===== config.mk =====
export PLATFORM = sky130hd
export DESIGN_NAME = supsel_ctrl
export DESIGN_NICKNAME = d
export VERILOG_FILES = /design/src/rtl/supsel_pkg.sv /design/src/rtl/supsel_qual_timer.sv /design/src/rtl/supsel_arbiter.sv /design/src/rtl/supsel_softstart.sv /design/src/rtl/supsel_ctrl.sv
export SDC_FILE = /design/constraint.sdc
export NUM_CORES = 1
export LEC_CHECK = 0
export CAP_MARGIN = 10
export CORE_MARGIN = 2
export CORE_UTILIZATION = 50
export DETAILED_ROUTE_END_ITERATION = 12
export HOLD_SLACK_MARGIN = 0.02
export MAX_ROUTING_LAYER = met4
export PLACE_DENSITY_LB_ADDON = 0.12
export SLEW_MARGIN = 5
export SYNTH_ARGS = -nofsm -noshare
export SYNTH_HDL_FRONTEND = slang
export SYNTH_SLANG_ARGS = --single-unit

===== constraint.sdc =====
create_clock -name clk -period 2.7 [get_ports clk]
set_input_delay 0.54 -clock clk [delete_from_list [all_inputs] [get_ports clk]]
set_output_delay 0.54 -clock clk [all_outputs]
set_load 0.03 [all_outputs]

===== src/rtl/supsel_pkg.sv =====
package supsel_pkg;

    localparam int NCH = 3;

    typedef enum logic [1:0] {
        ST_IDLE,
        ST_WAIT_REV,
        ST_ON,
        ST_BREAK
    } conn_state_e;

    typedef struct packed {
        conn_state_e     state;
        logic [NCH-1:0]  sel;
    } conn_t;

    // One-hot of the lowest set bit (bit 0 = highest priority rail)
    function automatic logic [NCH-1:0] pick_highest(input logic [NCH-1:0] v);
        logic [NCH-1:0] r;
        r = '0;
        for (int i = NCH - 1; i >= 0; i--) begin
            if (v[i]) begin
                r    = '0;
                r[i] = 1'b1;
            end
        end
        return r;
    endfunction

endpackage


===== src/rtl/supsel_qual_timer.sv =====
module supsel_qual_timer #(
    parameter int unsigned QUAL_TICKS = 256
) (
    input  logic clk,
    input  logic rst,
    input  logic in_win,
    input  logic shdn_n,
    output logic qualified
);
    localparam int CW = $clog2(QUAL_TICKS + 1);

    logic [CW-1:0] cnt;

    always_ff @(posedge clk) begin
        if (rst || !shdn_n || !in_win) begin
            cnt <= '0;
        end else if (cnt != CW'(QUAL_TICKS)) begin
            cnt <= cnt + 1'b1;
        end
    end

    assign qualified = (cnt == CW'(QUAL_TICKS));

    AST_SHDN_DEQUALIFIES: assert property (@(posedge clk) disable iff (rst)
        !shdn_n |=> !qualified);
    AST_DROP_DEQUALIFIES: assert property (@(posedge clk) disable iff (rst)
        !in_win |=> !qualified);
    AST_QUAL_NEEDS_WINDOW: assert property (@(posedge clk) disable iff (rst)
        $rose(qualified) |-> $past(in_win));

endmodule


===== src/rtl/supsel_arbiter.sv =====
module supsel_arbiter
    import supsel_pkg::*;
(
    input  logic           clk,
    input  logic           rst,
    input  logic [NCH-1:0] qualified,
    input  logic [NCH-1:0] rev_ok,
    input  logic           en,
    input  logic           shdn_n,
    output logic [NCH-1:0] gate
);
    conn_t          cur, nxt;
    logic [NCH-1:0] target;

    assign target = (en && shdn_n) ? pick_highest(qualified) : '0;

    always_comb begin
        nxt = cur;
        unique case (cur.state)
            ST_IDLE: begin
                if (|target) begin
                    nxt.state = ST_WAIT_REV;
                    nxt.sel   = target;
                end
            end
            ST_WAIT_REV: begin
                if (target != cur.sel) begin
                    nxt.state = ST_IDLE;
                end else if (|(rev_ok & cur.sel)) begin
                    nxt.state = ST_ON;
                end
            end
            ST_ON: begin
                if (target != cur.sel) begin
                    nxt.state = ST_BREAK;
                end
            end
            default: begin
                nxt.state = ST_IDLE;
            end
        endcase
    end

    always_ff @(posedge clk) begin
        if (rst) begin
            cur.state <= ST_IDLE;
            cur.sel   <= '0;
        end else begin
            cur <= nxt;
        end
    end

    assign gate = (cur.state == ST_ON) ? cur.sel : '0;

    AST_GATE_ONEHOT: assert property (@(posedge clk) disable iff (rst)
        $onehot0(gate));
    AST_NO_DIRECT_SWAP: assert property (@(posedge clk) disable iff (rst)
        ((|gate) && (|$past(gate))) |-> (gate == $past(gate)));
    AST_REV_BEFORE_ON: assert property (@(posedge clk) disable iff (rst)
        (|(gate & ~$past(gate))) |-> (|(gate & $past(rev_ok))));
    AST_EN_DROPS: assert property (@(posedge clk) disable iff (rst)
        !en |=> (gate == '0));
    AST_SHDN_DROPS: assert property (@(posedge clk) disable iff (rst)
        !shdn_n |=> (gate == '0));
    AST_IDLE_NO_VALID: assert property (@(posedge clk) disable iff (rst)
        (qualified == '0) |=> (gate == '0));
    AST_GATE_QUALIFIED: assert property (@(posedge clk) disable iff (rst)
        (|gate) |-> (|(gate & $past(qualified))));
    AST_GATE_TOP_PRIORITY: assert property (@(posedge clk) disable iff (rst)
        (|gate) |-> (($past(qualified) & (gate - 1'b1)) == '0));

endmodule


===== src/rtl/supsel_softstart.sv =====
module supsel_softstart
    import supsel_pkg::*;
#(
    parameter int unsigned SS_TICKS = 32
) (
    input  logic           clk,
    input  logic           rst,
    input  logic           shdn_n,
    input  logic           out_low,
    input  logic [NCH-1:0] gate,
    output logic           soft_start
);
    localparam int CW = $clog2(SS_TICKS + 1);

    logic [CW-1:0]  cnt;
    logic [NCH-1:0] gate_prev;
    logic           arm, fell, run;

    assign arm  = !shdn_n || out_low;
    assign fell = |(gate_prev & ~gate);
    assign run  = soft_start && (|gate);

    always_ff @(posedge clk) begin
        if (rst) begin
            soft_start <= 1'b1;
            cnt        <= '0;
            gate_prev  <= '0;
        end else begin
            gate_prev <= gate;
            if (arm) begin
                soft_start <= 1'b1;
                cnt        <= '0;
            end else if (fell) begin
                soft_start <= 1'b0;
                cnt        <= '0;
            end else if (run) begin
                if (cnt == CW'(SS_TICKS - 1)) begin
                    soft_start <= 1'b0;
                    cnt        <= '0;
                end else begin
                    cnt <= cnt + 1'b1;
                end
            end else begin
                cnt <= '0;
            end
        end
    end

    AST_SS_ARM: assert property (@(posedge clk) disable iff (rst)
        (!shdn_n || out_low) |=> soft_start);
    AST_SS_GATE_OFF: assert property (@(posedge clk) disable iff (rst)
        (shdn_n && !out_low && (|($past(gate) & ~gate))) |=> !soft_start);
    AST_SS_IDLE_HOLD: assert property (@(posedge clk) disable iff (rst)
        (!soft_start && shdn_n && !out_low) |=> !soft_start);

endmodule


===== src/rtl/supsel_ctrl.sv =====
module supsel_ctrl
    import supsel_pkg::*;
#(
    parameter int unsigned QUAL_TICKS = 256,
    parameter int unsigned SS_TICKS   = 32
) (
    input  logic       clk,
    input  logic       rst,
    input  logic [2:0] in_win,
    input  logic [2:0] rev_ok,
    input  logic       en,
    input  logic       shdn_n,
    input  logic       out_low,
    output logic [2:0] gate_on,
    output logic [2:0] valid_n,
    output logic       soft_start
);
    logic [NCH-1:0] qualified;

    for (genvar g = 0; g < NCH; g++) begin : g_rail
        supsel_qual_timer #(
            .QUAL_TICKS (QUAL_TICKS)
        ) i_timer (
            .clk       (clk),
            .rst       (rst),
            .in_win    (in_win[g]),
            .shdn_n    (shdn_n),
            .qualified (qualified[g])
        );
    end

    assign valid_n = ~qualified;

    supsel_arbiter i_arb (
        .clk       (clk),
        .rst       (rst),
        .qualified (qualified),
        .rev_ok    (rev_ok),
        .en        (en),
        .shdn_n    (shdn_n),
        .gate      (gate_on)
    );

    supsel_softstart #(
        .SS_TICKS (SS_TICKS)
    ) i_ss (
        .clk        (clk),
        .rst        (rst),
        .shdn_n     (shdn_n),
        .out_low    (out_low),
        .gate       (gate_on),
        .soft_start (soft_start)
    );

    AST_VALID_GATE_AGREE: assert property (@(posedge clk) disable iff (rst)
        (|gate_on) |-> (|(gate_on & ~$past(valid_n))));

endmodule


==> results of run 1 <==
## placed cells by master (no fill, tap or decap), types with 2 or more instances in the layout
cell type / count
sky130_fd_sc_hd__a211oi_1: 2
sky130_fd_sc_hd__a21oi_1: 12
sky130_fd_sc_hd__and2_1: 7
sky130_fd_sc_hd__and3_1: 3
sky130_fd_sc_hd__buf_4: 5
sky130_fd_sc_hd__clkbuf_8: 6
sky130_fd_sc_hd__clkdlybuf4s50_1: 15
sky130_fd_sc_hd__dfxtp_1: 42
sky130_fd_sc_hd__ha_1: 7
sky130_fd_sc_hd__inv_1: 12
sky130_fd_sc_hd__nand2_1: 22
sky130_fd_sc_hd__nand2b_1: 4
sky130_fd_sc_hd__nand3_1: 17
sky130_fd_sc_hd__nand3b_1: 3
sky130_fd_sc_hd__nand4_1: 6
sky130_fd_sc_hd__nor2_1: 32
sky130_fd_sc_hd__nor2b_1: 7
sky130_fd_sc_hd__nor3_1: 2
sky130_fd_sc_hd__nor4b_2: 5
sky130_fd_sc_hd__o21ai_0: 2
sky130_fd_sc_hd__o311a_1: 2
sky130_fd_sc_hd__xnor2_1: 5
sky130_fd_sc_hd__xor2_1: 21
## sequential cells by signal, summed over array words and instances (netlist names)
register	count
i_ss.gate_prev	3
i_arb.cur	5
i_ss.soft_start	1
g_rail.i_timer.cnt	27
i_ss.cnt	6
## synth_stat cells
master / count
sky130_fd_sc_hd__nand3b_1: 3
sky130_fd_sc_hd__nor2_1: 32
sky130_fd_sc_hd__nand4_1: 6
sky130_fd_sc_hd__ha_1: 7
sky130_fd_sc_hd__a22oi_1: 1
sky130_fd_sc_hd__and2_1: 7
sky130_fd_sc_hd__nor4_1: 1
sky130_fd_sc_hd__nor4_2: 1
sky130_fd_sc_hd__nor3_1: 2
sky130_fd_sc_hd__inv_1: 12
sky130_fd_sc_hd__nand2_1: 22
sky130_fd_sc_hd__nor2b_1: 7
sky130_fd_sc_hd__nor4b_2: 5
sky130_fd_sc_hd__and4b_1: 1
sky130_fd_sc_hd__o221ai_1: 1
sky130_fd_sc_hd__and3_1: 3
sky130_fd_sc_hd__nand2b_1: 4
sky130_fd_sc_hd__clkbuf_1: 1
sky130_fd_sc_hd__nor4bb_1: 1
sky130_fd_sc_hd__xor2_1: 21
sky130_fd_sc_hd__xnor2_1: 5
sky130_fd_sc_hd__dfxtp_1: 42
sky130_fd_sc_hd__o311a_1: 2
sky130_fd_sc_hd__a211oi_1: 2
sky130_fd_sc_hd__buf_4: 1
sky130_fd_sc_hd__nand3_1: 17
sky130_fd_sc_hd__or3_1: 1
sky130_fd_sc_hd__nor3b_1: 1
sky130_fd_sc_hd__a21oi_1: 12
sky130_fd_sc_hd__nand4b_1: 1
sky130_fd_sc_hd__o21ai_0: 2
sky130_fd_sc_hd__a311oi_1: 1
## cell families after synthesis
kind of cell    Yosys count  share of synthesized area
flops                    42                      0.427
xor+xnor                 26                      0.116
simple gates            115                      0.318
compound gates           21                     0.0661
fa+ha+maj                 7                     0.0445
buf+inv                  14                     0.0286
## stage by stage
stage                util  power [uW]  hold WS, ns  worst slack (ns)  area [sq um]
floorplan               -         656        0.418             0.676          1970
global placement    0.599         679        0.429             0.326          2220
detailed placement  0.599         679        0.437             0.281          2220
CTS                 0.623        1080        0.455            0.0768          2310
global route        0.624        1120        0.489            0.0502          2320
finish              0.624        1070        0.452             0.183          2320
## metal layers
layer  global-route usage  vias up  share of wire
met2                0.278       17           0.42
li1                     -      819              -
met1                0.252      678           0.54
met3               0.0456        7          0.024
met4               0.0536        0          0.010
met5                    -        -              0
## how the worst max path moves through the flow
stage              endpoint  cells past startpoint
2_1_floorplan  i_arb.cur[3]                      8
3_3_place_gp     valid_n[1]                      6
3_5_place_dp     valid_n[1]                      6
4_1_cts          valid_n[2]                      6
5_1_grt          valid_n[0]                      5
6_report         valid_n[0]                      5
## cell type report
type                       count  area share
clock buffer                   7      0.0373
multi-input combinational    169       0.462
sequential                    42       0.363
tap                           48      0.0259
clock inverter                 1     0.00216
timing repair buffer          22      0.0902
inverter                      12      0.0194
## where the power goes
group,leakage (uW),total [uW],switching [uW],internal [uW]
clock,0.0000482,407,201,206
combinational,0.000461,40.0,18.1,21.9
sequential,0.000339,625,3.41,621
## what timing repair did
| action | 4_1_cts | 5_1_grt |
|---|---|---|
| hold endpoints to repair | 0 | 0 |
| endpoints found under the setup margin | 1 | 1 |
| resized for setup | 1 | 1 |
| cloned | 0 | 0 |
==> qor.yml, run 1 <==
hold_path.startpoint: "i_ss.cnt[0]"
sinks_on_the_clock_net: 42
synth_top_cell_area_share: 0.427
count_of_h_tree_levels_built_during_cts: 2
layout.filler_cells: 342
final-seq-area_sq_um: 841
first_global_vias: 1471
yosys.area.top_type: "sky130_fd_sc_hd__dfxtp_1"
routabilityCongestion: 0.819
setup_total_negative_slack_ns: 0
synth_seq_cells: 42
post_synth_instance_area_sq_um: 1970
unrepaired_setup_endpoints_after_global_routing: "no"
root_buf_cell: "sky130_fd_sc_hd__clkbuf_8"
worst-path-max-fanout: 6
dr_pass1_iterations: 4
drc: 0
worst_ep_required_time_ns: 2.16
cts_hold_buffers: 0
timing.critical_path.cells: "inv_1 > ha_1 > nor4b_2 > nand2_1 > clkdlybuf4s50_1"
route.detailed.vias_per_inst: 5.05
synth_sequential_area_ratio: 0.427
initial_utilization: 0.530
setup.worst_path.start: "g_rail[0].i_timer.cnt[0]"
grt_pass1_wl_um: 6260
cp-end-kind: "output port"
cts_setup_buffers: 0
ioPinCount: 18
die_area_sq_um: 4450
cts.path.max_buffers: 2
cts_made_buffers: 5
yosysWarnings: 0
max-slew-margin-rel: 0.724
fp-row-count: 22
placed_cells_incl_taps: 293
worst_pin_slew_ns: 0.414
reg2regPathDepth: 8
crit_arrival_ns: 1.98
avgSynthCellArea_sq_um: 8.75
timing.final.crit_share: 0.932
dp.final_hpwl_um: 2610
timing.critical_path.max_delay_family: "buffers and inverters"
synthesis.nets: 243
power.static_leakage_uw: 0.000848
clock_insertion_delay_worst_skew_ns: 0.29
die_height_um: 66.7
skew_ns: 0.00560
final_cell_count_no_fill: 301
multiInputGateArea_sq_um: 1070
syn_inst: 225
maxCapViolations: 0
total_global_route_track_usage: 0.187
die_x_um: 66.7
flow.area_growth_from_synthesis_pct: 17.7
wl_per_cell_um: 11.6
layout.nets: 270
synth.area.top_cells: "sky130_fd_sc_hd__dfxtp_1 (43%), sky130_fd_sc_hd__xor2_1 (9.3%), sky130_fd_sc_hd__nor2_1 (6.1%), sky130_fd_sc_hd__ha_1 (4.5%), sky130_fd_sc_hd__nand3_1 (4.3%)"
rr_endpoint: "i_arb.cur[3]"
grt_overflow_total: 0
drtIter0Drc: 89
finalSetupViolCount: 0
num_antenna_cells: 0
grt_max_degree: 13
p_per_area_nw_per_um2: 462
status: "complete, no violations"
hold_path_class: "reg -> reg"
antenna_found_initial: 0
via_count: 1521
port_buffers: 17
cp_launch_type: "flop"
reg2reg_from: "g_rail[0].i_timer.cnt[0]"
cts.reportedPaths.clkPinSlew_ns: 0.07
timing.critical_path.buf_inv: 2
wl_um: 3480
vdd_ir_drop_max_uv: 321
drtAntennaViolNets: 0
synth.distinct_cells: 32
worst_hold_path.endpoint: "i_ss.cnt[0]"
critical_path.max_stage_delay_ns: 0.62
drive_gt1_frac: 0.0711
tritoncts: "yes"
slowest_stage: "sky130_fd_sc_hd__clkdlybuf4s50_1"
ff2ff_setup_slack_ns: 0.55
path_class: "reg -> out"
period_needed_ns: 2.52
final_hold_viol_count: 0
core_region_area_sq_um: 3720
slew_violations: 0
max_freq_ghz: 0.397
timing.hold.worst_path_depth: 1
Note: power is estimated with default switching activity, not from simulation.
==> run 2: changes to the inputs <==
--- a/config.mk
+++ b/config.mk
@@ -7,7 +7,7 @@
 export LEC_CHECK = 0
 export CAP_MARGIN = 10
 export CORE_MARGIN = 2
-export CORE_UTILIZATION = 50
+export CORE_UTILIZATION = 25
 export DETAILED_ROUTE_END_ITERATION = 12
 export HOLD_SLACK_MARGIN = 0.02
 export MAX_ROUTING_LAYER = met4
==> run 2 against run 1 <==
Compared with the run above:
- global-route usage fell by 8.4 points
- count of clock-buffer cells in the layout did not move
- fmax fell by 0.90%
- routed wire length rose by 16%
- sequential share of layout area fell by 1.1 points
- largest power group unchanged
- critical endpoint is now valid_n[1]
==> qor.yml, run 2 (synthesis gave the netlist of run 1 again) <==
sinks_on_the_clock_net: 42
dr_pass1_iterations: 4
reg2regPathDepth: 8
worst_hold_path.endpoint: "i_ss.cnt[0]"
maxCapViolations: 0
registers.top_by_ff_count: "g_rail.i_timer.cnt"
topRoutingLayerUsed: "met4"
finalSetupViolCount: 0
worst_ep_required_time_ns: 2.16
detail_route.wirelength.met1_um: 2020
cts.reportedPaths.clkPinSlew_ns: 0.08
drtIter0Drc: 32
path_class: "reg -> out"
clock_insertion_delay_worst_skew_ns: 0.29
most_common_cell_after_layout_fill_and_taps_aside: "sky130_fd_sc_hd__dfxtp_1"
slew_violations: 0
initial_utilization: 0.256
ff2ff_setup_slack_ns: 0.54
multiInputGateArea_sq_um: 1070
layout_setup_ws_ns: 0.160
tritoncts: "yes"
power.switching_fraction: 0.215
worst_pin_slew_ns: 0.362
cts.path.max_buffers: 2
place_worst_setup_slack_ns: 0.285
flip_flop_count_of_the_largest_register_all_copies_and_words_added: 27
max_freq_ghz: 0.394
final_hold_viol_count: 0
grt_pass1_wl_um: 6890
hold_path_class: "reg -> reg"
power_frac_clock: 0.385
status: "complete, no violations"
dp.final_hpwl_um: 3020
drc: 0
power_spent_charging_and_discharging_nets_uw: 234
share_comb_of_total_power: 0.039
rr_endpoint: "i_arb.cur[3]"
slowest_stage: "sky130_fd_sc_hd__clkdlybuf4s50_1"
die_x_um: 92.7
power.static_leakage_uw: 0.000852
routabilityCongestion: 0.740
crit_top_cell: "sky130_fd_sc_hd__inv_1"
commonest_cells_after_routing_fill_and_taps_aside: "sky130_fd_sc_hd__dfxtp_1 (42), sky130_fd_sc_hd__nor2_1 (32), sky130_fd_sc_hd__nand2_1 (22)"
count_of_h_tree_levels_built_during_cts: 2
critical_path.max_stage_delay_ns: 0.66
reg2reg_from: "g_rail[0].i_timer.cnt[0]"
route.detailed.vias_per_inst: 4.31
crit_arrival_ns: 2.00
vdd_ir_drop_max_uv: 179
die_area_sq_um: 8600
wl_met3_um: 109
die_height_um: 92.7
antenna_found_initial: 0
ioPinCount: 18
placed_cells_incl_taps: 348
drtAntennaViolNets: 0
worst-path-max-fanout: 5
wl_um: 4050
internal_power_uw: 851
flow.area_growth_from_synthesis_pct: 21.4
final_cell_count_no_fill: 356
route.met2.wl_um: 1890
cp-end-kind: "output port"
final-seq-area_sq_um: 841
timing.hold.worst_path_depth: 1
seq_power_share: 0.576
grt_overflow_total: 0
first_global_vias: 1488
root_buf_cell: "sky130_fd_sc_hd__clkbuf_8"
skew_ns: 0.00803
timing.critical_path.cells: "inv_1 > ha_1 > nor4bb_1 > and2_1 > inv_1 > clkdlybuf4s50_1"
hold_path.startpoint: "i_ss.cnt[0]"
setup_total_negative_slack_ns: 0
num_antenna_cells: 0
grt_max_degree: 13
cts_made_buffers: 5
layout.nets: 271
p_per_area_nw_per_um2: 454
fp-row-count: 32
drive_gt1_frac: 0.0748
wl_per_cell_um: 11.4
period_needed_ns: 2.54
total_global_route_track_usage: 0.103
max-slew-margin-rel: 0.758
largest_registers: "g_rail.i_timer.cnt: 27 flops, i_ss.cnt: 6 flops, i_arb.cur: 5 flops"
cp_launch_type: "flop"
port_buffers: 17
unrepaired_setup_endpoints_after_global_routing: "no"
core_region_area_sq_um: 7690
layout.filler_cells: 845
timing.final.crit_share: 0.941
via_count: 1536
==> run 2: cell count changes in the layout (fill, tap and decap cells not counted), sizes merged <==
cell,delta
buf,+1
clkdlybuf4s50,+1
dlymetal6s2s,-1
==> run 2: critical path: cells and delay by family, from the launching register on <==
kind,cells,cell delay (ns)
buffers and inverters,3,0.84
flip-flops,1,0.41
AND/OR/NAND/NOR,2,0.28
adder cells (fa/ha/maj),1,0.19
==> run 2: routing by layer <==
metal	track usage	vias to the layer above
met5	-	-
met4	0.0257	0
met3	0.0269	4
met2	0.163	12
met1	0.132	700
li1	-	820
==> run 2: worst max path at each step <==
stage	slack, ns	from	to
2_1_floorplan	0.68	g_rail[0].i_timer.cnt[0]	i_arb.cur[3]
3_3_place_gp	0.32	shdn_n	i_arb.cur[3]
3_5_place_dp	0.29	shdn_n	i_arb.cur[3]
4_1_cts	0.11	g_rail[0].i_timer.cnt[0]	valid_n[0]
5_1_grt	0.04	g_rail[0].i_timer.cnt[0]	valid_n[0]
6_report	0.16	g_rail[1].i_timer.cnt[0]	valid_n[1]
==> run 2: through the flow <==
stage                     power, uW  utilization  area, sq um  hold WS [ns]
final                          1080        0.311         2390         0.453
after CTS                      1110        0.311         2390         0.458
after global routing           1130        0.311         2390         0.489
after global placement          683        0.299         2300         0.433
after floorplan                 656            -         1970         0.418
after detailed placement        682        0.299         2300         0.440
==> run 2: repair_timing <==
action | CTS | global route
setup buffers | 0 | 0
endpoints found under the setup margin | 1 | 0
hold buffers | 0 | 0
gates resized for setup | 1 | 0
==> run 2: layout make-up <==
class                           count  area share
Clock buffer                        7      0.0361
Clock inverter                      1     0.00209
Inverter                           12      0.0188
Multi-Input combinational cell    169       0.448
Sequential cell                    42       0.352
Tap cell                          102      0.0534
Timing Repair Buffer               23      0.0895
==> run 2: power by group through the flow <==
stage	registers, uW	clock network (uW)	logic [uW]
5_1_grt	625	457	46.5
3_3_place_gp	639	0	43.3
3_5_place_dp	639	0	42.7
4_1_cts	625	440	42.9
2_1_floorplan	638	0	17.8
6_report	625	417	42.2
